<file path="src/rtl/tcfg_pkg.sv">
package tcfg_pkg;
    typedef enum logic [1:0] {ST_IDLE, ST_FILL, ST_CHECK, ST_DUMP} tcfg_state_e;

    localparam int PAL_OFS   = 0;
    localparam int START_OFS = 1;
    localparam int BPR_OFS   = 16;
    localparam int ROWS_OFS  = 48;

    // True when image byte idx belongs to a defined field
    function automatic bit is_field_byte(int idx, int ntiles);
        return (idx == PAL_OFS) || (idx == START_OFS)
            || (idx >= BPR_OFS  && idx < BPR_OFS + 2 * ntiles)
            || (idx >= ROWS_OFS && idx < ROWS_OFS + ntiles);
    endfunction
endpackage

</file>
<file path="src/rtl/tcfg_stage.sv">
module tcfg_stage #(
    parameter int IMG_BYTES = 64,
    parameter int BUS_BYTES = 4
) (
    input  logic                       clk,
    input  logic                       rst_n,
    input  logic                       we_i,
    input  logic [$clog2(IMG_BYTES/BUS_BYTES)-1:0] beat_i,
    input  logic [BUS_BYTES*8-1:0]     data_i,
    output logic [IMG_BYTES*8-1:0]     img_o
);
    localparam int BEATS = IMG_BYTES / BUS_BYTES;
    localparam int BW    = $clog2(BEATS);
    localparam int BUS_W = BUS_BYTES * 8;

    for (genvar b = 0; b < BEATS; b++) begin : g_beat
        logic [BUS_W-1:0] hold_q;
        always_ff @(posedge clk or negedge rst_n) begin
            if (!rst_n)                          hold_q <= '0;
            else if (we_i && beat_i == BW'(b))   hold_q <= data_i;
        end
        assign img_o[b*BUS_W +: BUS_W] = hold_q;
    end
endmodule

</file>
<file path="src/rtl/tcfg_check.sv">
module tcfg_check #(
    parameter int IMG_BYTES = 64,
    parameter int NUM_TILES = 8,
    parameter int MAX_ROWS  = 16,
    parameter int MAX_BPR   = 64
) (
    input  logic [IMG_BYTES*8-1:0] img_i,
    output logic                   pal_zero_o,
    output logic                   img_ok_o
);
    import tcfg_pkg::*;

    localparam logic [7:0]  ROW_LIM = 8'(MAX_ROWS);
    localparam logic [15:0] BPR_LIM = 16'(MAX_BPR);

    logic [7:0]           palette;
    logic [7:0]           start_row;
    logic [NUM_TILES-1:0] tile_ok;
    logic [IMG_BYTES-1:0] rsv_bad;

    assign palette   = img_i[PAL_OFS*8 +: 8];
    assign start_row = img_i[START_OFS*8 +: 8];

    for (genvar t = 0; t < NUM_TILES; t++) begin : g_tile
        logic [7:0]  rows;
        logic [15:0] bpr;
        assign rows = img_i[(ROWS_OFS + t)*8 +: 8];
        assign bpr  = img_i[(BPR_OFS + 2*t)*8 +: 16];
        assign tile_ok[t] = (rows <= ROW_LIM) && (bpr <= BPR_LIM)
                          && ((rows == 8'd0) == (bpr == 16'd0));
    end

    for (genvar i = 0; i < IMG_BYTES; i++) begin : g_rsv
        localparam bit FIELD = is_field_byte(i, NUM_TILES);
        assign rsv_bad[i] = FIELD ? 1'b0 : (|img_i[i*8 +: 8]);
    end

    assign pal_zero_o = (palette == 8'd0);
    assign img_ok_o   = (palette == 8'd1) && (&tile_ok) && !(|rsv_bad)
                      && (start_row < ROW_LIM);
endmodule

</file>
<file path="src/rtl/tile_cfg_unit.sv">
module tile_cfg_unit #(
    parameter int NUM_TILES = 8,
    parameter int IMG_BYTES = 64,
    parameter int BUS_BYTES = 4,
    parameter int MAX_ROWS  = 16,
    parameter int MAX_BPR   = 64
) (
    input  logic                      clk,
    input  logic                      rst_n,
    input  logic                      load_start_i,
    input  logic                      wr_valid_i,
    input  logic [BUS_BYTES*8-1:0]    wr_data_i,
    input  logic                      dump_start_i,
    output logic                      dump_valid_o,
    output logic [BUS_BYTES*8-1:0]    dump_data_o,
    input  logic                      release_i,
    output logic                      fault_o,
    output logic                      clear_o,
    output logic                      configured_o,
    output logic [NUM_TILES*8-1:0]    tile_rows_o,
    output logic [NUM_TILES*16-1:0]   tile_bpr_o
);
    import tcfg_pkg::*;

    localparam int BEATS = IMG_BYTES / BUS_BYTES;
    localparam int CNT_W = $clog2(BEATS);
    localparam int BUS_W = BUS_BYTES * 8;
    localparam int IMG_W = IMG_BYTES * 8;
    localparam logic [CNT_W-1:0] LAST = CNT_W'(BEATS - 1);

    tcfg_state_e      state_q, state_d;
    logic [CNT_W-1:0] cnt_q;
    logic [IMG_W-1:0] stage_img, cfg_img_q;
    logic             configured_q, fault_q, clear_q;
    logic             pal_zero, img_ok, stage_we;
    logic [BUS_W-1:0] beat_view [BEATS];

    // State register
    always_ff @(posedge clk or negedge rst_n) begin
        if (!rst_n) state_q <= ST_IDLE;
        else        state_q <= state_d;
    end

    // Transitions
    always_comb begin
        state_d = state_q;
        if (release_i) begin
            state_d = ST_IDLE;
        end else begin
            unique case (state_q)
                ST_IDLE:  if (load_start_i)      state_d = ST_FILL;
                          else if (dump_start_i) state_d = ST_DUMP;
                ST_FILL:  if (wr_valid_i && cnt_q == LAST) state_d = ST_CHECK;
                ST_CHECK: state_d = ST_IDLE;
                ST_DUMP:  if (cnt_q == LAST) state_d = ST_IDLE;
                default:  state_d = ST_IDLE;
            endcase
        end
    end

    // Beat counter shared by fill and dump
    always_ff @(posedge clk or negedge rst_n) begin
        if (!rst_n)
            cnt_q <= '0;
        else if (release_i || state_q == ST_IDLE)
            cnt_q <= '0;
        else if ((state_q == ST_FILL && wr_valid_i) || state_q == ST_DUMP)
            cnt_q <= cnt_q + 1'b1;
    end

    assign stage_we = (state_q == ST_FILL) && wr_valid_i && !release_i;

    tcfg_stage #(.IMG_BYTES(IMG_BYTES), .BUS_BYTES(BUS_BYTES)) stage_i (
        .clk(clk), .rst_n(rst_n), .we_i(stage_we), .beat_i(cnt_q),
        .data_i(wr_data_i), .img_o(stage_img)
    );

    tcfg_check #(.IMG_BYTES(IMG_BYTES), .NUM_TILES(NUM_TILES),
                 .MAX_ROWS(MAX_ROWS), .MAX_BPR(MAX_BPR)) check_i (
        .img_i(stage_img), .pal_zero_o(pal_zero), .img_ok_o(img_ok)
    );

    // Commit, init and fault decisions
    always_ff @(posedge clk or negedge rst_n) begin
        if (!rst_n) begin
            cfg_img_q    <= '0;
            configured_q <= 1'b0;
            fault_q      <= 1'b0;
            clear_q      <= 1'b0;
        end else begin
            fault_q <= 1'b0;
            clear_q <= 1'b0;
            if (release_i) begin
                cfg_img_q    <= '0;
                configured_q <= 1'b0;
                clear_q      <= 1'b1;
            end else if (state_q == ST_CHECK) begin
                if (pal_zero) begin
                    cfg_img_q    <= '0;
                    configured_q <= 1'b0;
                    clear_q      <= 1'b1;
                end else if (img_ok) begin
                    cfg_img_q    <= stage_img;
                    configured_q <= 1'b1;
                end else begin
                    fault_q <= 1'b1;
                end
            end
        end
    end

    for (genvar b = 0; b < BEATS; b++) begin : g_view
        assign beat_view[b] = cfg_img_q[b*BUS_W +: BUS_W];
    end

    for (genvar t = 0; t < NUM_TILES; t++) begin : g_out
        assign tile_rows_o[t*8 +: 8]  = cfg_img_q[(ROWS_OFS + t)*8 +: 8];
        assign tile_bpr_o[t*16 +: 16] = cfg_img_q[(BPR_OFS + 2*t)*8 +: 16];


        rows_bound_chk: assert property (@(posedge clk) disable iff (!rst_n)
            configured_o |-> tile_rows_o[t*8 +: 8] <= 8'(MAX_ROWS));
    end

    // Outputs
    always_comb begin
        dump_valid_o = (state_q == ST_DUMP);
        dump_data_o  = dump_valid_o ? beat_view[cnt_q] : '0;
        fault_o      = fault_q;
        clear_o      = clear_q;
        configured_o = configured_q;
    end


    fault_single_chk: assert property (@(posedge clk) disable iff (!rst_n)
        fault_o |=> !fault_o);

    fault_hold_chk: assert property (@(posedge clk) disable iff (!rst_n)
        fault_o |-> $stable(cfg_img_q) && $stable(configured_o));

    clear_unconf_chk: assert property (@(posedge clk) disable iff (!rst_n)
        clear_o |-> !configured_o && !fault_o);

    dump_zero_chk: assert property (@(posedge clk) disable iff (!rst_n)
        (dump_valid_o && !configured_o) |-> dump_data_o == '0);

    release_clear_chk: assert property (@(posedge clk) disable iff (!rst_n)
        release_i |=> clear_o && !configured_o);

    cfg_rise_chk: assert property (@(posedge clk) disable iff (!rst_n)
        $rose(configured_o) |-> $past(state_q) == ST_CHECK);
endmodule

</file>
<file path="config.mk">
export PLATFORM = sky130hd
export DESIGN_NAME = tile_cfg_unit
export DESIGN_NICKNAME = d
export VERILOG_FILES = /design/src/rtl/tcfg_pkg.sv /design/src/rtl/tcfg_stage.sv /design/src/rtl/tcfg_check.sv /design/src/rtl/tile_cfg_unit.sv
export SDC_FILE = /design/constraint.sdc
export NUM_CORES = 2
export LEC_CHECK = 0
export ABC_CLOCK_PERIOD_IN_PS = 2920
export BUFFER_PORTS_ARGS = -buffer_cell sky130_fd_sc_hd__buf_2
export CORE_UTILIZATION = 55
export CTS_CLUSTER_DIAMETER = 30
export DETAILED_ROUTE_END_ITERATION = 10
export HOLD_SLACK_MARGIN = 0.02
export PLACE_DENSITY = 0.76
export SETUP_SLACK_MARGIN = 0.5
export SLEW_MARGIN = 30
export SYNTH_ARGS = -nofsm -noshare
export SYNTH_HDL_FRONTEND = slang
export SYNTH_SLANG_ARGS = --single-unit
</file>
<file path="constraint.sdc">
create_clock -name clk -period 2.92 [get_ports clk]
set_input_delay 0.584 -clock clk [delete_from_list [all_inputs] [get_ports clk]]
set_output_delay 0.584 -clock clk [all_outputs]
set_load 0.01 [all_outputs]
</file>
==> results.json <==
{
  "drt_iter0_drc": 2669,
  "grt_pass1_wl_um": 189000,
  "cp_data_required_time_ps": 2340,
  "slowest_stage": "mux4_2",
  "ys_ff_latch": 1033,
  "violations": "negative setup slack",
  "cts-root-buf": "clkbuf_16",
  "synth_top_family_by_area": "multiplexers",
  "grt_max_degree": 114,
  "synthDistinctLibCells": 45,
  "synth_area_per_cell_um2": 14.6,
  "synth-adder-area-share": 0.00117,
  "async_flop_share": 1.00,
  "critPathKind": "register to primary output",
  "dp_cells": 3992,
  "clock_latency_ps": 790,
  "dieArea_um2": 79200,
  "hold_class": "input port to register",
  "powerDensity_nw_per_um2": 687,
  "design_area_um2": 56200,
  "clockBufferDepth": 3,
  "remaining_drc_errors": 0,
  "whs_path_depth": 2,
  "rr_worst_depth": 13,
  "synth_mux_area_frac": 0.218,
  "clock-skew-final_ps": 70.1,
  "synth-xor-area-share": 0.00184,
  "start_util": 0.555,
  "setup_tns_ps": -303000,
  "synth_ff_type": "dfrtp_1",
  "path_max_fanout": 8,
  "cts_buffers": 180,
  "syn-num-nets": 2977,
  "cts_tree": "yes",
  "chipWidth_um": 281,
  "yosys_warnings": 0,
  "finalCriticalPeriod_ps": 3660,
  "max_stage_delay_ps": 610,
  "synth-edff-count": 0,
  "hpwl_um": 67400,
  "yosys.area.top_type": "dfrtp_1",
  "layout_setup_ws_ps": -736,
  "finalCritPeriodShare": 1.25,
  "die_h_um": 281,
  "overflow": 0,
  "synth_top_cells_by_area": "dfrtp_1 60%, mux2_2 13%, mux4_2 8.4%",
  "wirelength_um": 141000,
  "port_buffers": 265,
  "endpoint_kind": "primary output",
  "synthSimpleGateAreaFrac": 0.0978,
  "startpoint_type": "register",
  "maxSlewHeadroom": 0.516,
  "gr-usage-all-layers": 0.323,
  "power_leakage_uw": 0.0283,
  "antenna_found_initial": 10,
  "setup_viol": 546,
  "synth_area_um2": 42900,
  "cts_sinks": 1033,
  "detail_route.wl_per_cell_um": 31.2,
  "outcome": "complete, but fails checks",
  "fin_util": 0.727,
  "cp_cell_sequence": "buf_12 > buf_12 > buf_16 > mux4_2 > mux4_2 > and2_4 > buf_6",
  "worstPathArrival_ps": 3070,
  "nets": 3343,
  "tightest_slew_ps": 726,
  "irDropWorstVdd_v": 0.000713,
  "cp.depth": 7,
  "syn_to_final_growth_pct": 31.0,
  "clkSlewWorstSetupHoldPaths_ps": 50,
  "grt_pass1_vias": 29700,
  "dr.pass1.iters": 7,
  "vias": 28600,
  "clock.fmax_mhz": 274,
  "synthCells": 2935,
  "core_area_um2": 77300,
  "gp_congestion": 0.839,
  "cp_num_buf_inv": 4,
  "io_pins": 266,
  "finalHoldViolCount": 0,
  "cp_top_family": "multiplexers",
  "layoutNonFillerInstCount": 4501,
  "cts_max_level": 4,
  "place_area_um2": 44900,
  "drive_above_1_share": 0.578,
  "pre_cts_ws_ps": -155,
  "yosysTopAreaCellShare": 0.602,
  "drv_slew": 0,
  "synth-seq-area-share": 0.602,
  "postRouteAntennaNets": 0,
  "synth-compound-area-share": 0.0258,
  "maxCapViolCount": 0,
  "rsz0062_at_grt": "yes",
  "fp-row-count": 102,
  "via_per_inst": 6.36
}
[what timing repair did]
item / CTS / global route
buffers inserted: 44 / 24
setup endpoints to repair: 673 / 1041
resized for setup: 196 / 409
gates cloned: 52 / 46
hold buffers: 1 / 0
endpoints found under the hold margin: 40 / 0
pin swaps: 97 / 266
[area by class of cell]
cell class / count / area, um^2
multi-input cells: 1510 / 16100
flip-flops and latches: 1033 / 25900
clock inverters: 98 / 1360
well taps: 1040 / 1300
repair buffers: 568 / 6560
diodes: 7 / 17.5
inverters: 8 / 32.5
clock buffers: 237 / 5050
fillers: 4282 / 21100
[layer usage]
layer  global-route usage  wire length [um]  vias up  part of all wire
li1                     -                 -    11100                 -
met1                0.398             50000    15100              0.36
met2                0.526             68600     1767              0.49
met3               0.0724             11200      637             0.080
met4                0.187             10800        6             0.077
met5                    0                42        -           0.00030
[logic make-up (layout without fill, tap and decap cells)]
group / count (synthesis) / after routing
buf+inv: 392 / 911
xor+xnor: 9 / 9
fa+ha+maj: 4 / 4
flops: 1033 / 1033
simple gates: 691 / 691
compound gates: 133 / 133
mux: 673 / 673
other cells: 0 / 7
[flip-flops by register name, indices dropped and copies added (netlist names)]
register and flops:
stage_i.g_beat.hold_q 512, state_q 2, clear_o 1, configured_o 1, cfg_img_q 512, cnt_q 4, fault_o 1
[cell usage after synthesis, types with 2 or more instances]
cell type  number
o21a_1          2
ha_1            4
o21ai_0         6
nor3b_1         2
xnor2_1         8
a211oi_1        2
clkbuf_1      115
dfrtp_1      1033
buf_2          15
mux2_2        512
o2111ai_1       2
nor3_1          3
nand4_1        27
a21boi_0        5
buf_1          53
a22oi_1         3
inv_1           8
a22o_1        100
buf_4         192
nor2_1         27
o41ai_1         4
nand3_1        14
a2111oi_0       2
and3_1          2
buf_6           9
nand2b_1        2
and2_1        447
nor2b_1         3
nor4_1        127
nand2_1        29
mux4_2        160
a21oi_1         4
[path summary, 6_finish.rpt]
path,end,from,slack (ps)
worst max-delay path,dump_data_o[29],cnt_q[0],-740
worst min-delay path,cnt_q[1],release_i,170
worst max register to register,cfg_img_q[426],stage_i.g_beat[4].hold_q[2],-700
worst min register to register,cfg_img_q[9],stage_i.g_beat[0].hold_q[9],490
max in group asynchronous,cfg_img_q[243],rst_n,1460
min in group asynchronous,cfg_img_q[153],rst_n,350
[power by group]
group	leakage [uW]	switching, uW	internal (uW)	total [uW]
sequential	0.0143	157	14600	14800
combinational	0.0109	1190	931	2120
clock	0.00306	7900	13900	21800
total	0.0283	9250	29400	38600
[metrics by stage]
step	power [uW]	hold WS, ps
floorplan	15600	288
global placement	16300	463
detailed placement	16300	465
CTS	38200	104
global route	39500	167
finish	38600	171
[layout by cell type (no fill, tap or decap), types with 6 or more instances in the layout]
cell / count
dfrtp_1: 1028
mux2_2: 512
and2_4: 412
buf_2: 251
clkbuf_16: 214
mux4_2: 160
nor4_1: 117
a22o_1: 100
buf_4: 95
buf_12: 64
buf_16: 61
buf_6: 39
and2_1: 35
clkbuf_8: 32
nor2_1: 27
nand4_1: 27
nand2_1: 25
clkbuf_1: 25
clkinvlp_4: 24
buf_8: 23
clkinv_2: 22
bufinv_16: 17
nand3_1: 12
clkinv_4: 11
clkinv_16: 9
xnor2_1: 8
diode_2: 7
inv_1: 7
nor4_2: 7
o21ai_0: 6
inv_6: 6
(Power assumes the default switching activity.)
